<file path="src/rtl/uirq_pkg.sv">
package uirq_pkg;
  localparam int unsigned NUM_SRC = 14;

  localparam int unsigned B_TX_DATA_EMPTY  = 0;
  localparam int unsigned B_RX_DATA_FULL   = 1;
  localparam int unsigned B_TXF_ALMOST_MT  = 2;
  localparam int unsigned B_TXF_EMPTY      = 3;
  localparam int unsigned B_RXF_ALMOST_FUL = 4;
  localparam int unsigned B_RXF_FULL       = 5;
  localparam int unsigned B_TX_UNDERRUN    = 6;
  localparam int unsigned B_RX_OVERRUN     = 7;
  localparam int unsigned B_PARITY_ERR     = 8;
  localparam int unsigned B_FRAME_ERR      = 9;
  localparam int unsigned B_CTS_TOGGLE     = 10;
  localparam int unsigned B_RX_TIMEOUT     = 11;
  localparam int unsigned B_BREAK_DONE     = 12;
  localparam int unsigned B_BUS_ERR        = 13;

  typedef logic [NUM_SRC-1:0] src_vec_t;
endpackage

</file>
<file path="src/rtl/uirq_cts_edge.sv">
module uirq_cts_edge (
  input  logic clk,
  input  logic rst_n,
  input  logic cts_i,
  output logic toggle_o
);
  logic prev_q;
  logic vld_q;

  always_ff @(posedge clk) begin
    if (!rst_n) begin
      prev_q <= 1'b0;
      vld_q  <= 1'b0;
    end else begin
      prev_q <= cts_i;
      vld_q  <= 1'b1;
    end
  end

  assign toggle_o = vld_q & (cts_i ^ prev_q);

  // no toggle can be reported in the first cycle out of reset
  p_no_first_toggle_r6: assert property (@(posedge clk) disable iff (!rst_n)
    $rose(rst_n) |-> !toggle_o);
endmodule

</file>
<file path="src/rtl/uirq_status_bank.sv">
module uirq_status_bank #(
  parameter int unsigned WIDTH = 14
) (
  input  logic             clk,
  input  logic             rst_n,
  input  logic [WIDTH-1:0] set_i,
  input  logic             clr_en_i,
  input  logic [WIDTH-1:0] clr_mask_i,
  output logic [WIDTH-1:0] status_o
);
  for (genvar i = 0; i < WIDTH; i++) begin : g_bit
    logic bit_q;
    always_ff @(posedge clk) begin
      if (!rst_n)
        bit_q <= 1'b0;
      else if (set_i[i])
        bit_q <= 1'b1;
      else if (clr_en_i && clr_mask_i[i])
        bit_q <= 1'b0;
    end
    assign status_o[i] = bit_q;
  end

  // bits written with one (and not hit by an event) are clear afterwards
  p_w1c_r3: assert property (@(posedge clk) disable iff (!rst_n)
    clr_en_i |=> ((status_o & $past(clr_mask_i & ~set_i)) == '0));

  // any event leaves its bit set, even against a clear
  p_set_wins_r4: assert property (@(posedge clk) disable iff (!rst_n)
    (set_i != '0) |=> ((status_o & $past(set_i)) == $past(set_i)));

  // with no event and no write the register holds
  p_hold_r2: assert property (@(posedge clk) disable iff (!rst_n)
    (!clr_en_i && set_i == '0) |=> $stable(status_o));
endmodule

</file>
<file path="src/rtl/uirq_enable_reg.sv">
module uirq_enable_reg #(
  parameter int unsigned WIDTH = 14
) (
  input  logic             clk,
  input  logic             rst_n,
  input  logic             wr_i,
  input  logic [WIDTH-1:0] wdata_i,
  output logic [WIDTH-1:0] enable_o
);
  logic [WIDTH-1:0] en_q;

  always_ff @(posedge clk) begin
    if (!rst_n)
      en_q <= '0;
    else if (wr_i)
      en_q <= wdata_i;
  end

  assign enable_o = en_q;

  // a write loads the full mask
  p_ie_load_r7: assert property (@(posedge clk) disable iff (!rst_n)
    wr_i |=> (enable_o == $past(wdata_i)));

  // without a write the mask holds
  p_ie_hold_r7: assert property (@(posedge clk) disable iff (!rst_n)
    !wr_i |=> $stable(enable_o));
endmodule

</file>
<file path="src/rtl/uirq_irq_merge.sv">
module uirq_irq_merge #(
  parameter int unsigned WIDTH = 14
) (
  input  logic             clk,
  input  logic             rst_n,
  input  logic [WIDTH-1:0] status_i,
  input  logic [WIDTH-1:0] enable_i,
  output logic             irq_o
);
  logic [WIDTH-1:0] live;

  assign live  = status_i & enable_i;
  assign irq_o = |live;

  // a zero mask keeps the line low
  p_mask_all_r5: assert property (@(posedge clk) disable iff (!rst_n)
    (enable_i == '0) |-> !irq_o);

  // the line is never high with nothing pending
  p_need_pending_r5: assert property (@(posedge clk) disable iff (!rst_n)
    irq_o |-> (status_i != '0));
endmodule

</file>
<file path="src/rtl/uart_irq_ctrl.sv">
module uart_irq_ctrl
  import uirq_pkg::*;
#(
  parameter int unsigned W = NUM_SRC
) (
  input  logic         clk,
  input  logic         rst_n,
  input  logic [W-1:0] evt_i,
  input  logic         cts_i,
  input  logic         st_wr_i,
  input  logic [W-1:0] st_wdata_i,
  input  logic         ie_wr_i,
  input  logic [W-1:0] ie_wdata_i,
  output logic [W-1:0] status_o,
  output logic [W-1:0] enable_o,
  output logic         irq_o
);
  logic         cts_tog;
  logic [W-1:0] set_vec;

  uirq_cts_edge u_cts (
    .clk      (clk),
    .rst_n    (rst_n),
    .cts_i    (cts_i),
    .toggle_o (cts_tog)
  );

  always_comb begin
    set_vec = evt_i;
    set_vec[B_CTS_TOGGLE] = evt_i[B_CTS_TOGGLE] | cts_tog;
  end

  uirq_status_bank #(.WIDTH(W)) u_stat (
    .clk        (clk),
    .rst_n      (rst_n),
    .set_i      (set_vec),
    .clr_en_i   (st_wr_i),
    .clr_mask_i (st_wdata_i),
    .status_o   (status_o)
  );

  uirq_enable_reg #(.WIDTH(W)) u_en (
    .clk      (clk),
    .rst_n    (rst_n),
    .wr_i     (ie_wr_i),
    .wdata_i  (ie_wdata_i),
    .enable_o (enable_o)
  );

  uirq_irq_merge #(.WIDTH(W)) u_irq (
    .clk      (clk),
    .rst_n    (rst_n),
    .status_i (status_o),
    .enable_i (enable_o),
    .irq_o    (irq_o)
  );

  // a detected CTS change is recorded in its status bit
  p_cts_set_r6: assert property (@(posedge clk) disable iff (!rst_n)
    cts_tog |=> status_o[B_CTS_TOGGLE]);

  // an enable write alone does not disturb pending bits
  p_ie_no_status_r7: assert property (@(posedge clk) disable iff (!rst_n)
    (ie_wr_i && !st_wr_i && evt_i == '0 && !cts_tog) |=> $stable(status_o));
endmodule

</file>
<file path="config.mk">
export PLATFORM = sky130hd
export DESIGN_NAME = uart_irq_ctrl
export DESIGN_NICKNAME = d
export VERILOG_FILES = /design/src/rtl/uirq_pkg.sv /design/src/rtl/uirq_cts_edge.sv /design/src/rtl/uirq_status_bank.sv /design/src/rtl/uirq_enable_reg.sv /design/src/rtl/uirq_irq_merge.sv /design/src/rtl/uart_irq_ctrl.sv
export SDC_FILE = /design/constraint.sdc
export NUM_CORES = 1
export LEC_CHECK = 0
export BUFFER_PORTS_ARGS = -buffer_cell sky130_fd_sc_hd__buf_2
export CELL_PAD_IN_SITES_DETAIL_PLACEMENT = 2
export CELL_PAD_IN_SITES_GLOBAL_PLACEMENT = 2
export CORE_ASPECT_RATIO = 1.2
export CORE_MARGIN = 3
export CORE_UTILIZATION = 25
export CTS_CLUSTER_DIAMETER = 100
export DETAILED_ROUTE_END_ITERATION = 12
export PLACE_DENSITY = 0.8
export SETUP_SLACK_MARGIN = 0.4
export SLEW_MARGIN = 0
export SYNTH_ARGS = -nofsm -noshare
export SYNTH_HDL_FRONTEND = slang
export SYNTH_SLANG_ARGS = --single-unit
</file>
<file path="constraint.sdc">
create_clock -name clk -period 1.2 [get_ports clk]
set_input_delay 0.12 -clock clk [delete_from_list [all_inputs] [get_ports clk]]
set_output_delay 0.12 -clock clk [all_outputs]
set_load 0.01 [all_outputs]
</file>
==> results.cfg <==
[outcome]
status = finished with violations
violations = setup timing

[final_layout]
drive_gt1_frac = 0.610
area_growth_syn_to_layout_pct = 54.0
diodes = 0
final_area_sq_um = 1980
utilization = 0.399
fin_nets = 246
instances_no_fill = 260

[timing]
hold_viol = 0
rsz0062_at_grt = yes
maxSlewViolCount = 0
slew_headroom = 0.701
fin_ws_ns = -0.199
timing.fmax_mhz = 715
setup_viol = 1
tns_ns = -0.199
tightest_slew_ns = 0.448
period_needed_ns = 1.40
final.setup_skew_ns = 0.0000414
post-route-period-util = 1.17

[logic_synthesis]
syn_inst = 131
ys_seq_elements = 30
synthTopCellsByArea = dfxtp_1, nor2b_1, mux2i_1
synth_seq_area_share = 0.466
synth_area_sq_um = 1290
ys_types = 18
synth_flop_cell = dfxtp_1
syn_area_per_cell_sq_um = 9.84
netlist_top_cells_count = dfxtp_1, nor2b_1, buf_4, mux2i_1, nand2_1
synthArstFlopShare = 0
synth_nets = 178
yosysTopAreaCellShare = 0.466
yosys_warnings = 0
synth-edff-count = 0
post-synth-top-count-cell = dfxtp_1
synth_top_area_cell = dfxtp_1

[floorplan]
start_util = 0.259
die_width_um = 71.5
dieArea_sq_um = 6060
row_count = 28
core-area_sq_um = 4970
io_pins = 76
die_y_um = 84.7

[setup_path]
cp-start-kind = flop
end_kind = output port
r2r-end = u_stat.g_bit[1].bit_q
slowest_stage = dfxtp_2
setup.worst_path.start = u_stat.g_bit[1].bit_q
max_stage_delay_ns = 0.32
path_class = flop to output port
worstPathMaxFanout = 2
r2r_start = u_stat.g_bit[1].bit_q
required_ns = 1.08
cp.arrival_ns = 1.28
rr_worst_depth = 5
rrSetupSlack_ns = 0.26
crit_path_cell_trace = a22o_1 > a221oi_2 > nand4_1 > buf_2

[placement]
place_inst = 248
placement.io_buffers = 75
hpwl_um = 3020
gp_congestion = 0.672
place_area_sq_um = 1600

[clock_tree]
htreeDepth = 2
clkTransAtPathRegs_ns = 0.07
cts_buffers = 5
cts.sinks = 30
clk_latency_ns = 0.27
max-clock-path-buffers = 2
cts-root-buf = clkbuf_8
postCtsHoldBufs = 0
cts_tree = built

[flow_run]
cap_violations = 0

[power_and_ir_drop]
vdd_drop_max_uv = 777
power_mw = 2.53
power.leakage_nw = 0.924
powerDensity_nw_per_um2 = 1270

[detailed_routing]
ant_nets = 0
drt-vias-per-instance = 4.41
drc_errors = 0
vias = 1147
firstDrtPassIters = 2
drt-initial-drc-count = 7
wl_per_cell_um = 15.6
drt-total-wl_um = 4060

[global_routing]
grt.overflow.total = 0
grt_pass1_vias = 1332
grt_pass1_wl_um = 6730
antenna_found_initial = 0
grt_max_degree = 31
grt_usage = 0.144

[hold_path]
min_from = evt_i[3]
hold_path_depth = 3
whs_endpoint = u_stat.g_bit[3].bit_q
hold_path.class = input pin to flop
==> cells by family (layout without fill, tap and decap cells) <==
family                 after synthesis  in the layout  synth area share
AND/OR/NAND/NOR                     45             45             0.191
AO/OA/AOI/OAI                       21             21             0.105
buffers and inverters               20             89             0.122
multiplexers                        14             14             0.109
flip-flops                          30             30             0.466
XOR/XNOR                             1              1           0.00680
==> cell type report <==
| class | instances | area, sq um |
|---|---|---|
| fill | 543 | 2990 |
| sequential | 30 | 651 |
| timing repair buffer | 81 | 597 |
| multi-input combinational | 81 | 552 |
| clock buffer | 8 | 110 |
| tap | 60 | 75.1 |
==> metal layers <==
metal,GRT usage,up-vias,share of wire
met2,0.273,45,0.54
met1,0.151,538,0.38
met3,0.0491,7,0.063
met5,0,-,0
met4,0.0325,0,0.014
li1,-,557,-
==> sequential cells by signal (all words and copies together), names as in the netlist <==
name	flops
u_stat.g_bit.bit_q	14
u_cts.prev_q	1
u_cts.vld_q	1
u_en.enable_o	14
==> how the worst max path moves through the flow <==
stage             to  slack [ns]  depth (start not counted)
6_report       irq_o       -0.20                          4
5_1_grt        irq_o       -0.29                          4
4_1_cts        irq_o       -0.23                          4
3_5_place_dp   irq_o        0.08                          4
2_1_floorplan  irq_o        0.22                          3
3_3_place_gp   irq_o        0.08                          4
==> cell usage in the layout (no fill, tap or decap), drive strengths merged <==
master   n
a22oi    5
a21oi   13
a221oi   2
and3     1
mux2i   14
nor2b   28
dfxtp   30
xor2     1
nand4    1
clkbuf   8
and2     1
a22o     1
buf     81
nand2   14
==> worst max-delay path: cells and delay by family, from the launching register on <==
family | cells | cell delay, ns
AND/OR/NAND/NOR | 1 | 0.11
flip-flops | 1 | 0.32
buffers and inverters | 1 | 0.16
AO/OA/AOI/OAI | 2 | 0.42
==> through the flow <==
stage	setup WS (ns)	hold WS (ns)
floorplan	0.224	0.148
detailed placement	0.0772	0.360
global route	-0.288	0.0873
global placement	0.0833	0.350
finish	-0.199	0.0752
CTS	-0.227	0.0667
==> what timing repair did <==
item | CTS | global route
buffers inserted | 2 | 2
endpoints found under the hold margin | 0 | 0
setup endpoints to repair | 30 | 32
pin swaps | 2 | 1
gates resized for setup | 57 | 8
==> where the power goes <==
group	switching, mW	total, mW	internal [mW]	leakage [nW]
Sequential	0.0656	1.14	1.07	0.259
Combinational	0.178	0.439	0.260	0.608
Clock	0.375	0.954	0.579	0.0575
Note: power is estimated with default switching activity, not from simulation.
